## config.mk

```make
export PLATFORM = sky130hd
export DESIGN_NAME = gain_track_filter
export DESIGN_NICKNAME = d
export VERILOG_FILES = /design/src/rtl/gtf_pkg.sv /design/src/rtl/gtf_ctrl.sv /design/src/rtl/gtf_shift.sv /design/src/rtl/gtf_fine.sv /design/src/rtl/gain_track_filter.sv
export SDC_FILE = /design/constraint.sdc
export NUM_CORES = 1
export LEC_CHECK = 0
export ABC_AREA = 1
export BUFFER_PORTS_ARGS = -buffer_cell sky130_fd_sc_hd__buf_2
export CAP_MARGIN = 40
export CORE_MARGIN = 3
export CORE_UTILIZATION = 50
export CTS_CLUSTER_DIAMETER = 40
export DETAILED_ROUTE_END_ITERATION = 16
export GPL_TIMING_DRIVEN = 0
export PLACE_DENSITY = 0.81
export SKIP_LAST_GASP = 1
export SLEW_MARGIN = 15
export SYNTH_ARGS = -nofsm -noshare
export SYNTH_HDL_FRONTEND = slang
export SYNTH_SLANG_ARGS = --single-unit
```

## constraint.sdc

```tcl
create_clock -name clk -period 1.63 [get_ports clk]
set_input_delay 0.326 -clock clk [delete_from_list [all_inputs] [get_ports clk]]
set_output_delay 0.326 -clock clk [all_outputs]
set_load 0.03 [all_outputs]
```

## src/rtl/gtf_pkg.sv

```systemverilog
package gtf_pkg;

    typedef enum logic {
        ST_IDLE  = 1'b0,
        ST_TRACK = 1'b1
    } trk_state_t;

    typedef enum logic [1:0] {
        MV_HOLD = 2'b00,
        MV_UP   = 2'b01,
        MV_DOWN = 2'b10
    } move_t;

endpackage

```

## src/rtl/gtf_ctrl.sv

```systemverilog
module gtf_ctrl
    import gtf_pkg::*;
(
    input  logic  clk,
    input  logic  rst_n,
    input  logic  track_en,
    input  logic  flag_large,
    input  logic  flag_small,
    output logic  load_centre,
    output move_t move
);

    trk_state_t state_q;
    trk_state_t state_d;

    // state register
    always_ff @(posedge clk or negedge rst_n) begin
        if (!rst_n) begin
            state_q <= ST_IDLE;
        end else begin
            state_q <= state_d;
        end
    end

    // next state and outputs
    always_comb begin
        state_d     = state_q;
        load_centre = 1'b0;
        move        = MV_HOLD;
        unique case (state_q)
            ST_IDLE: begin
                if (track_en) begin
                    state_d     = ST_TRACK;
                    load_centre = 1'b1;
                end
            end
            ST_TRACK: begin
                if (!track_en) begin
                    state_d = ST_IDLE;
                end else begin
                    unique case ({flag_large, flag_small})
                        2'b10:   move = MV_UP;
                        2'b01:   move = MV_DOWN;
                        default: move = MV_HOLD;
                    endcase
                end
            end
            default: state_d = ST_IDLE;
        endcase
    end

    // idle never moves the marker
    a_r8_idle_no_move: assert property (@(posedge clk) disable iff (!rst_n)
        (state_q == ST_IDLE) |-> (move == MV_HOLD));

    // load happens only on entry
    a_r9_load_on_entry: assert property (@(posedge clk) disable iff (!rst_n)
        load_centre |=> (state_q == ST_TRACK));

endmodule

```

## src/rtl/gtf_shift.sv

```systemverilog
module gtf_shift
    import gtf_pkg::*;
#(
    parameter int POS_W = 8
) (
    input  logic             clk,
    input  logic             rst_n,
    input  logic             load_centre,
    input  move_t            move,
    output logic [POS_W-1:0] pos,
    output logic             ovf,
    output logic             unf
);

    localparam int               CENTRE     = POS_W / 2;
    localparam logic [POS_W-1:0] CENTRE_VEC = POS_W'(1) << CENTRE;

    always_comb begin
        ovf = (move == MV_UP)   && pos[POS_W-1];
        unf = (move == MV_DOWN) && pos[0];
    end

    always_ff @(posedge clk or negedge rst_n) begin
        if (!rst_n) begin
            pos <= CENTRE_VEC;
        end else if (load_centre || ovf || unf) begin
            pos <= CENTRE_VEC;
        end else begin
            unique case (move)
                MV_UP:   pos <= {pos[POS_W-2:0], 1'b0};
                MV_DOWN: pos <= {1'b0, pos[POS_W-1:1]};
                default: pos <= pos;
            endcase
        end
    end

    // marker stays one-hot
    a_r2_onehot: assert property (@(posedge clk) disable iff (!rst_n)
        $countones(pos) == 1);

    // hold keeps marker
    a_r4_hold_stable: assert property (@(posedge clk) disable iff (!rst_n)
        (move == MV_HOLD && !load_centre) |=> $stable(pos));

    // wrap recentres
    a_r5_wrap_centre: assert property (@(posedge clk) disable iff (!rst_n)
        (ovf || unf) |=> (pos == CENTRE_VEC));

endmodule

```

## src/rtl/gtf_fine.sv

```systemverilog
module gtf_fine #(
    parameter int FINE_W    = 8,
    parameter int FINE_INIT = 4
) (
    input  logic              clk,
    input  logic              rst_n,
    input  logic              req_dec,
    input  logic              req_inc,
    output logic [FINE_W-1:0] therm,
    output logic              step_up,
    output logic              step_down
);

    localparam int              CNT_W    = $clog2(FINE_W + 1);
    localparam logic [CNT_W-1:0] CNT_MAX  = CNT_W'(FINE_W);
    localparam logic [CNT_W-1:0] CNT_INIT = CNT_W'(FINE_INIT);

    logic [CNT_W-1:0] count;
    logic             can_inc;
    logic             can_dec;

    always_comb begin
        can_inc = req_inc && (count != CNT_MAX);
        can_dec = req_dec && (count != '0);
    end

    always_ff @(posedge clk or negedge rst_n) begin
        if (!rst_n) begin
            count     <= CNT_INIT;
            step_up   <= 1'b0;
            step_down <= 1'b0;
        end else begin
            step_up   <= can_inc;
            step_down <= can_dec;
            if (can_inc) begin
                count <= count + 1'b1;
            end else if (can_dec) begin
                count <= count - 1'b1;
            end
        end
    end

    for (genvar i = 0; i < FINE_W; i++) begin : g_therm
        assign therm[i] = (count > CNT_W'(i));
    end

    // count stays in range
    a_r7_range: assert property (@(posedge clk) disable iff (!rst_n)
        count <= CNT_MAX);

    // a down pulse follows a decrement
    a_r5_down_dec: assert property (@(posedge clk) disable iff (!rst_n)
        step_down |-> (count == $past(count) - 1'b1));

    // an up pulse follows an increment
    a_r6_up_inc: assert property (@(posedge clk) disable iff (!rst_n)
        step_up |-> (count == $past(count) + 1'b1));

    // pulses never coincide
    a_r6_pulse_excl: assert property (@(posedge clk) disable iff (!rst_n)
        !(step_up && step_down));

endmodule

```

## src/rtl/gain_track_filter.sv

```systemverilog
module gain_track_filter
    import gtf_pkg::*;
#(
    parameter int POS_W     = 8,
    parameter int FINE_W    = 8,
    parameter int FINE_INIT = 4
) (
    input  logic              clk,
    input  logic              rst_n,
    input  logic              track_en,
    input  logic              flag_large,
    input  logic              flag_small,
    output logic              step_up,
    output logic              step_down,
    output logic [FINE_W-1:0] fine_code,
    output logic [POS_W-1:0]  marker
);

    logic  load_centre;
    move_t move;
    logic  ovf;
    logic  unf;

    gtf_ctrl u_ctrl (
        .clk         (clk),
        .rst_n       (rst_n),
        .track_en    (track_en),
        .flag_large  (flag_large),
        .flag_small  (flag_small),
        .load_centre (load_centre),
        .move        (move)
    );

    gtf_shift #(.POS_W(POS_W)) u_shift (
        .clk         (clk),
        .rst_n       (rst_n),
        .load_centre (load_centre),
        .move        (move),
        .pos         (marker),
        .ovf         (ovf),
        .unf         (unf)
    );

    gtf_fine #(.FINE_W(FINE_W), .FINE_INIT(FINE_INIT)) u_fine (
        .clk       (clk),
        .rst_n     (rst_n),
        .req_dec   (ovf),
        .req_inc   (unf),
        .therm     (fine_code),
        .step_up   (step_up),
        .step_down (step_down)
    );

    // no step request after a disabled edge
    a_r8_idle_quiet: assert property (@(posedge clk) disable iff (!rst_n)
        !track_en |=> (!step_up && !step_down));

    // both flags never produce a step
    a_r4_both_quiet: assert property (@(posedge clk) disable iff (!rst_n)
        (flag_large && flag_small) |=> (!step_up && !step_down));

endmodule

```

=== Yosys cells after proc, flatten, opt, wreduce, memory -nomap -nowiden ===
Index checks and enable logic that the tools add are counted.

* Latch bits: 0
* Flip-flop bits (word level): 15
* Memories kept: 0
* Bits in read-only memories: 0
* Word-level logic and storage cells: 38
* Input bits: 5
* Output and inout port bits: 18
* Bits in writable memories: 0

* Divide/modulo/power cells: 0
* Multipliers: 0
* Muxes and demuxes: 9
* Add/subtract/negate cells: 2
* Equal/unequal tests: 5
* Magnitude comparators: 8
* Reductions and logical operators: 9
* Shifts and indexed selects: 0
* Bitwise gates (word level): 0

{| class="wikitable"
|+ Operator list
! kind !! number
|-
| 4-bit by 3-bit > comparator with 1-bit output, second input constant || 4
|-
| 8-bit case mux with 2 select lines || 1
|-
| 4-bit by 1-bit > comparator with 1-bit output, second input constant || 2
|-
| 4-bit by 2-bit > comparator with 1-bit output, second input constant || 2
|-
| 4-bit two-way mux || 2
|-
| 8-bit two-way mux || 1
|-
| 4-bit by 1-bit adder with 4-bit output, second input constant || 1
|-
| 2-bit by 1-bit equality test with 1-bit output, second input constant || 2
|-
| 2-bit equality test, second input constant || 2
|-
| 1-bit logical AND || 4
|-
| 2-bit two-way mux || 2
|-
| 4-bit != test, second input constant || 1
|-
| 2-bit case mux with 2 select lines || 1
|-
| 4-bit nonzero test || 1
|-
| 4-bit by 1-bit subtractor with 4-bit output, second input constant || 1
|-
| 3-bit nonzero test || 1
|-
| 1-bit logical OR || 2
|-
| 1-bit two-way mux || 2
|-
| 2-bit nonzero test || 1
|}

=== Longest topological paths before layout ===
Gate-level depths: netlist (run 1).

* Word-level depth: 9
* Gate-level depth with buffers: 10
* Mapped depth without buffers: 10

=== Cells and area by module ===
A second synthesis (run 1) with hierarchy kept.

* Cell total of the unflattened synthesis: 135
* Area total of the unflattened synthesis: 1039.7 um^2

{| class="wikitable"
|+ Modules (own cells, without submodules)
! module !! area each (um^2) !! instances !! cells an instance !! sequential area each (um^2)
|-
| gtf_shift || 503.0 || 1 || 66 || 201.4
|-
| gtf_fine || 478.0 || 1 || 59 || 151.4
|-
| gtf_ctrl || 58.8 || 1 || 10 || 25.0
|}

=== Worst setup path after synthesis (run 1) ===
Ideal clock, no wire load.

* Path kind: register to output
* Start point: register u_fine.count[0]
* End point: output fine_code[1]
* Stages on the path, launching flop included: 4
* Data arrival time: 1.473 ns
* Path slack: -0.169 ns
* Path buffers: 0
* Data required time: 1.304 ns
* Cell sequence: dfrtp_1 inv_2 ha_1 o21ai_0

* Longest elaborated chain between the ends: 1

{| class="wikitable"
|+ Ends and longest elaborated chain
! element !! RTL line !! source
|-
| start: declaration || gtf_fine.sv:18 || <nowiki>logic [CNT_W-1:0] count;</nowiki>
|-
| start signal: assignment || gtf_fine.sv:36 || <nowiki>count <= count + 1'b1;</nowiki>
|-
| start signal: assignment || gtf_fine.sv:38 || <nowiki>count <= count - 1'b1;</nowiki>
|-
| 4-bit by 1-bit > comparator with 1-bit output || gtf_fine.sv:44 || <nowiki>assign therm[i] = (count > CNT_W'(i));</nowiki>
|-
| end: declaration || gain_track_filter.sv:15 || <nowiki>output logic [FINE_W-1:0] fine_code,</nowiki>
|}

No other way between the ends.

=== Worst setup path in the final report (run 1) ===
* Start point: register u_fine.count[2]
* End point: output fine_code[5]

* Longest elaborated chain between the ends: 1

{| class="wikitable"
|+ Ends and longest elaborated chain
! element !! RTL line
|-
| 4-bit by 3-bit > comparator with 1-bit output || gtf_fine.sv:44
|}

No other way between the ends.

==> summary.md, run 1 <==
| Metric | Value |
|---|---|
| Status | `complete, but fails checks` |
| Failing checks | `negative setup slack` |
| Antenna diodes | `0` |
| FF+latch count, synth | `15` |
| CP Class | `reg -> out` |
| Clock Power Share | `0.312` |
| Fin cells | `196` |
| Clock Skew | `1.98 ps` |
| GRT Resource Usage Total | `0.212` |
| Routed Antenna Nets | `0` |
| HPWL Detailed | `1.67 mm` |
| Startpoint Class | `flip-flop` |
| Seq/Total Area, Yosys | `0.357` |
| R2r worst-path depth | `10` |
| Largest net degree at the start of global routing | `16` |
| Number of placement rows | `16` |
| Vias in the first global route | `923` |
| Leak | `0.770 nW` |
| Register area | `379 um^2` |
| Max cap viols | `0` |
| WP data arrival | `1460 ps` |
| Flop pwr share | `0.535` |
| Flop-to-flop setup slack | `170 ps` |
| Most common cell after layout, fill and taps aside | `nand2_1` |
| Crit. End Element | `output port` |
| Hold Path Stages | `1` |
| Post-Place Cells | `180` |
| DR vias | `1015` |
| Worst hold path class | `in -> reg` |
| Crit-path max FO | `4` |
| Max Clk Rate | `0.560 GHz` |
| Yosys warnings | `0` |
| Die Y-Extent | `52.0 um` |
| Multi-input gate area in the final layout | `648 um^2` |
| CTS tree | `built` |
| Finished Core Util | `0.720` |
| R2r endpoint | `u_fine.count[3]$_DFFE_PN0P_` |
| Top cells by area, synth | `dfrtp_1 (31%), nand2_1 (16%), nor2_4 (5.3%), dfstp_2 (5.0%), ha_1 (4.7%)` |
| RSZ-0062 raised after global routing | `yes` |
| Final Hold Viols | `0` |
| Setup_tns | `-343 ps` |
| Least-Margin Pin Slew | `339 ps` |
| Clock Latency Late Sink | `300 ps` |
| Layout cells sized above 1 | `0.462` |
| Die W | `52.0 um` |
| Initial antenna violation count | `0` |
| Setup violations, final | `4` |
| Initial drt markers | `38` |
| Required time of the worst setup path | `1300 ps` |
| Setup WS post-layout | `-155 ps` |
| H-Tree Depth | `1` |
| Port Buf Inserts | `22` |
| Syn Inst Count | `131` |
| Starting Density | `0.535` |
| Sw Share | `0.311` |
| CTS buffer count | `3` |
| R2R Path Start | `u_fine.count[2]$_DFFE_PN1P_` |
| Cell area after synthesis | `1060 um^2` |
| Worst slew margin | `0.774` |
| Min-delay src | `track_en` |
| Unique masters post-synth | `28` |
| Worst hold endpoint | `u_ctrl.state_q$_DFF_PN0_` |
| Clk slew on worst S/H paths | `100 ps` |
| First-pass GRT wire length | `4.16 mm` |
| Dpl cell area | `1220 um^2` |
| Final worst-path cycle share | `1.10` |
| Post-route cell area | `1430 um^2` |
| Combinational power share | `0.154` |
| GPL Wtd Cong | `0.836` |
| Syn Nets | `140` |
| DRC | `0` |
| Tmin final | `1790 ps` |
| Root Buffer | `clkbuf_4` |
| Area Growth Syn to Fin | `34.6%` |
| Routed Wire Length | `2.68 mm` |
| Filler Cell Count | `145` |
| Routed vias/inst | `5.18` |
| Area of the die | `2710 um^2` |
| Final nets | `179` |
| Max clock buf depth | `2` |
| P_int | `0.000511 W` |
| Top cell type's share of synthesized area | `0.307` |
| Boundary pin count | `23` |
| Max VDD drop | `0.481 mV` |
| Total gr overflow | `0` |
| Drt pass-1 iters | `4` |
| P_sw | `0.000230 W` |
| Fin. max-slew vios | `0` |
| Core box area | `1980 um^2` |
| Most frequent cells in the layout | `nand2_1 (43), buf_2 (16), buf_4 (13), dfrtp_1 (12), nand4_1 (8)` |
| Pwr/cell area | `520 nW/um^2` |
| Wire per inst | `13.7 um` |
| Cell accounting for the most synthesized area | `dfrtp_1` |
| # clock sinks | `15` |
| Synth Area per Inst | `8.09 um^2` |
[per-stage QoR]
| step | setup slack [ps] | power [W] | hold slack [ps] |
|---|---|---|---|
| after floorplan | 25.3 | 0.000477 | 30.4 |
| after detailed placement | -150 | 0.000513 | 249 |
| after global placement | -108 | 0.000509 | 247 |
| final | -155 | 0.000742 | 191 |
| after CTS | -139 | 0.000735 | 203 |
| after global routing | -199 | 0.000773 | 190 |
[cells in the mapped netlist]
cell type	n
nand2_1	44
dfrtp_1	13
inv_2	9
nand4_1	8
inv_1	6
nand2_2	6
nand3_1	6
nor2_4	5
ha_1	4
o211ai_1	4
o21ai_0	4
o21ai_1	3
dfstp_2	2
nand2_4	2
xor2_1	2
a211oi_1	1
a31oi_1	1
buf_4	1
buf_6	1
clkbuf_1	1
inv_4	1
inv_6	1
nand2_8	1
nand3_4	1
nor2_1	1
nor3_4	1
or2_1	1
xor2_2	1
[worst max path at each step]
stage	end	startpoint
after CTS	fine_code[5]	u_fine.count[1]$_DFFE_PN0P_
after floorplan	fine_code[5]	u_fine.count[0]$_DFFE_PN0P_
final	fine_code[5]	u_fine.count[2]$_DFFE_PN1P_
after global placement	fine_code[5]	u_fine.count[0]$_DFFE_PN0P_
after global routing	fine_code[5]	u_fine.count[0]$_DFFE_PN0P_
after detailed placement	fine_code[5]	u_fine.count[0]$_DFFE_PN0P_
[logic make-up (layout without fill, tap and decap cells)]
group / after synthesis / in the layout / share of synthesized area
buffers and inverters: 20 / 58 / 0.0885
XOR/XNOR: 3 / 3 / 0.0319
flip-flops: 15 / 15 / 0.357
AO/OA/AOI/OAI: 13 / 13 / 0.0744
adder cells (fa/ha/maj): 4 / 4 / 0.0472
AND/OR/NAND/NOR: 76 / 76 / 0.401
[power by group through the flow]
stage | combinational [W] | clock, W | sequential (W)
floorplan | 0.0000551 | 0 | 0.000422
global placement | 0.000107 | 0 | 0.000402
detailed placement | 0.000110 | 0 | 0.000403
CTS | 0.000112 | 0.000228 | 0.000395
global route | 0.000125 | 0.000250 | 0.000398
finish | 0.000114 | 0.000231 | 0.000397
[state kept, by name (all words and copies together), names as in the netlist]
signal	flops
u_shift.pos	8
u_fine.step_down	1
u_fine.step_up	1
u_fine.count	4
u_ctrl.state_q	1
[timing repair]
item                                    CTS  global route
setup buffers                             7             6
hold buffers                              1             0
gates resized for setup                  16            10
endpoints found under the hold margin    13             0
endpoints found under the setup margin    5             6
pin swaps                                 1             2
[worst max-delay path: stages (launching register included)]
cell,delay [ps]
dfstp_2,580
inv_4,50
or2_4,260
o21ai_4,130
buf_6,140
[layout make-up]
| type | instances | area share |
|---|---|---|
| plain buffers | 3 | 0.0158 |
| clock buffers | 3 | 0.0158 |
| clock inverters | 1 | 0.00351 |
| inverters | 17 | 0.0553 |
| multi-input cells | 96 | 0.454 |
| flip-flops and latches | 15 | 0.266 |
| well taps | 27 | 0.0237 |
| repair buffers | 34 | 0.166 |
[metal layers]
metal	vias up	global-route usage	wire [um]
met4	0	0.0611	44
li1	496	-	-
met5	-	0	0
met2	30	0.368	1350
met3	8	0.0458	123
met1	481	0.260	1160
(Power assumes the default switching activity.)
==> inputs of run 2 (changes only) <==
--- a/config.mk
+++ b/config.mk
@@ -14,8 +14,10 @@
 export DETAILED_ROUTE_END_ITERATION = 16
 export GPL_TIMING_DRIVEN = 0
 export PLACE_DENSITY = 0.81
+export SETUP_SLACK_MARGIN = 0.15
 export SKIP_LAST_GASP = 1
 export SLEW_MARGIN = 15
 export SYNTH_ARGS = -nofsm -noshare
 export SYNTH_HDL_FRONTEND = slang
 export SYNTH_SLANG_ARGS = --single-unit
+export TNS_END_PERCENT = 100
==> run 2 against run 1 <==
  * The flow still finishes with violations (negative setup slack)
  * Flip-flop and latch count unchanged
  * Clock power decreased by 10%
  * Global-route usage increased by 0.96 points
==> summary.md, run 2 (synthesized netlist as in run 1, its figures left out) <==
| Metric | Value |
|---|---|
| Clock Skew | `9.00 ps` |
| H-Tree Depth | `1` |
| Starting Density | `0.535` |
| Max VDD drop | `0.562 mV` |
| Crit path max-delay family | `flip-flops` |
| Clk slew on worst S/H paths | `90 ps` |
| Final nets | `186` |
| Critical-path cell list | `buf_4 > ha_2 > o21ai_2 > buf_6` |
| Boundary pin count | `23` |
| Number of placement rows | `16` |
| Routed vias/inst | `5.22` |
| Filler Cell Count | `128` |
| Die Y-Extent | `52.0 um` |
| Core box area | `1980 um^2` |
| Area Growth Syn to Fin | `44.5%` |
| Fin. max-slew vios | `0` |
| Design Power | `0.000715 W` |
| RSZ-0062 raised after global routing | `yes` |
| Status | `complete, but fails checks` |
| CP Class | `reg -> out` |
| Leak | `0.810 nW` |
| Die W | `52.0 um` |
| WP data arrival | `1430 ps` |
| R2R Path Start | `u_fine.count[0]$_DFFE_PN0P_` |
| Initial antenna violation count | `0` |
| Clock Latency Late Sink | `290 ps` |
| Tmin final | `1750 ps` |
| Required time of the worst setup path | `1300 ps` |
| CP Launch Point | `u_fine.count[0]$_DFFE_PN0P_` |
| Most common cell after layout, fill and taps aside | `nand2_1` |
| Area of the die | `2710 um^2` |
| Worst hold path class | `in -> reg` |
| P_sw | `0.000200 W` |
| Buffers and inverters on the worst path | `2` |
| Port Buf Inserts | `22` |
| DR vias | `1060` |
| First-pass GRT wire length | `4.44 mm` |
| Crit. End Element | `output port` |
| Hold slack | `206 ps` |
| Max Clk Rate | `0.571 GHz` |
| Combinational power share | `0.156` |
| Final Hold Viols | `0` |
| DRC | `0` |
| Setup violations, final | `5` |
| Layout cells sized above 1 | `0.500` |
| Largest net degree at the start of global routing | `16` |
| Vias in the first global route | `965` |
| Least-Margin Pin Slew | `339 ps` |
| Clock Power Share | `0.290` |
| Max stage delay on crit path | `420 ps` |
| Routed Antenna Nets | `0` |
| Failing checks | `negative setup slack` |
| Max reg flops | `8` |
| Startpoint Class | `flip-flop` |
| Pwr/cell area | `467 nW/um^2` |
| Biggest register | `u_shift.pos` |
| CP max stage cell | `dfrtp_2` |
| Final worst-path cycle share | `1.07` |
| Routed Wire Length | `2.77 mm` |
| Wire per inst | `13.7 um` |
| # clock sinks | `15` |
| DP Worst Slack | `-1.96 ps` |
| Max clock buf depth | `2` |
| Crit-path max FO | `4` |
| Antenna diodes | `0` |
| Root Buffer | `clkbuf_4` |
| CTS buffer count | `3` |
| P_int | `0.000515 W` |
| Min-delay src | `track_en` |
| GPL Wtd Cong | `0.795` |
| Multi-input gate area in the final layout | `673 um^2` |
| Max cap viols | `0` |
| Total gr overflow | `0` |
| CTS tree | `built` |
| Register area | `379 um^2` |
| HPWL Detailed | `1.66 mm` |
| Flop pwr share | `0.554` |
| Drt pass-1 iters | `4` |
| Sw Share | `0.279` |
| Worst slew margin | `0.774` |
| Initial drt markers | `21` |
| GRT Resource Usage Total | `0.221` |
| Top Registers | `u_shift.pos: 8 flops, u_fine.count: 4 flops` |
| Most frequent cells in the layout | `nand2_1 (41), buf_4 (16), buf_2 (15), dfrtp_1 (12), buf_6 (11)` |
| Setup WS post-layout | `-121 ps` |
run 2: cell types whose count changed in the layout (fill, tap and decap cells not counted), sizes merged:
cell,previous run,this run
buf,35,42
clkinv,1,0
clkbuf,4,5
run 2: timing repair:
| action | in CTS | in global routing |
|---|---|---|
| pin swaps | 5 | 10 |
| setup endpoints to repair | 7 | 9 |
| gates resized for setup | 19 | 15 |
| buffers inserted | 9 | 9 |
| hold buffers | 1 | 0 |
| hold endpoints to repair | 13 | 0 |
run 2: power groups by stage:
stage / Clock (W) / Combinational (W) / Sequential [W]
CTS: 0.000213 / 0.000112 / 0.000396
finish: 0.000207 / 0.000111 / 0.000396
floorplan: 0 / 0.0000551 / 0.000422
global placement: 0 / 0.000107 / 0.000402
global route: 0.000225 / 0.000123 / 0.000397
detailed placement: 0 / 0.000110 / 0.000403
run 2: through the flow:
stage / setup TNS (ps) / cells / utilization / cell area [um^2]
after CTS: -201 / 194 / 0.715 / 1420
after global routing: -631 / 203 / 0.773 / 1530
after global placement: 0 / 180 / 0.630 / 1250
final: -384 / 203 / 0.773 / 1530
after floorplan: 0 / 131 / - / 1100
after detailed placement: -1.96 / 180 / 0.630 / 1250
run 2: path summary, 6_finish.rpt:
| path | end | slack, ps | depth (start not counted) |
|---|---|---|---|
| min in group asynchronous | u_shift.pos[1]$_DFFE_PN0P_ | 460 | 2 |
| max in group asynchronous | u_fine.count[2]$_DFFE_PN1P_ | 860 | 2 |
| setup / recovery | fine_code[1] | -120 | 4 |
| hold / removal | u_ctrl.state_q$_DFF_PN0_ | 210 | 1 |
| setup reg to reg | u_fine.count[3]$_DFFE_PN0P_ | 180 | 11 |
| hold reg to reg | u_shift.pos[4]$_DFFE_PN1P_ | 510 | 2 |
run 2: routing by layer:
metal  wire length (um)  global-route usage
met3                158              0.0630
met4                 63              0.0699
met1               1170               0.288
met2               1380               0.351
met5                  0                   0
run 2: area by class of cell:
cell class	count	share of cell area
inverters	17	0.0564
multi-input cells	96	0.440
repair buffers	41	0.203
well taps	27	0.0221
flip-flops and latches	15	0.248
plain buffers	3	0.0147
clock buffers	4	0.0172
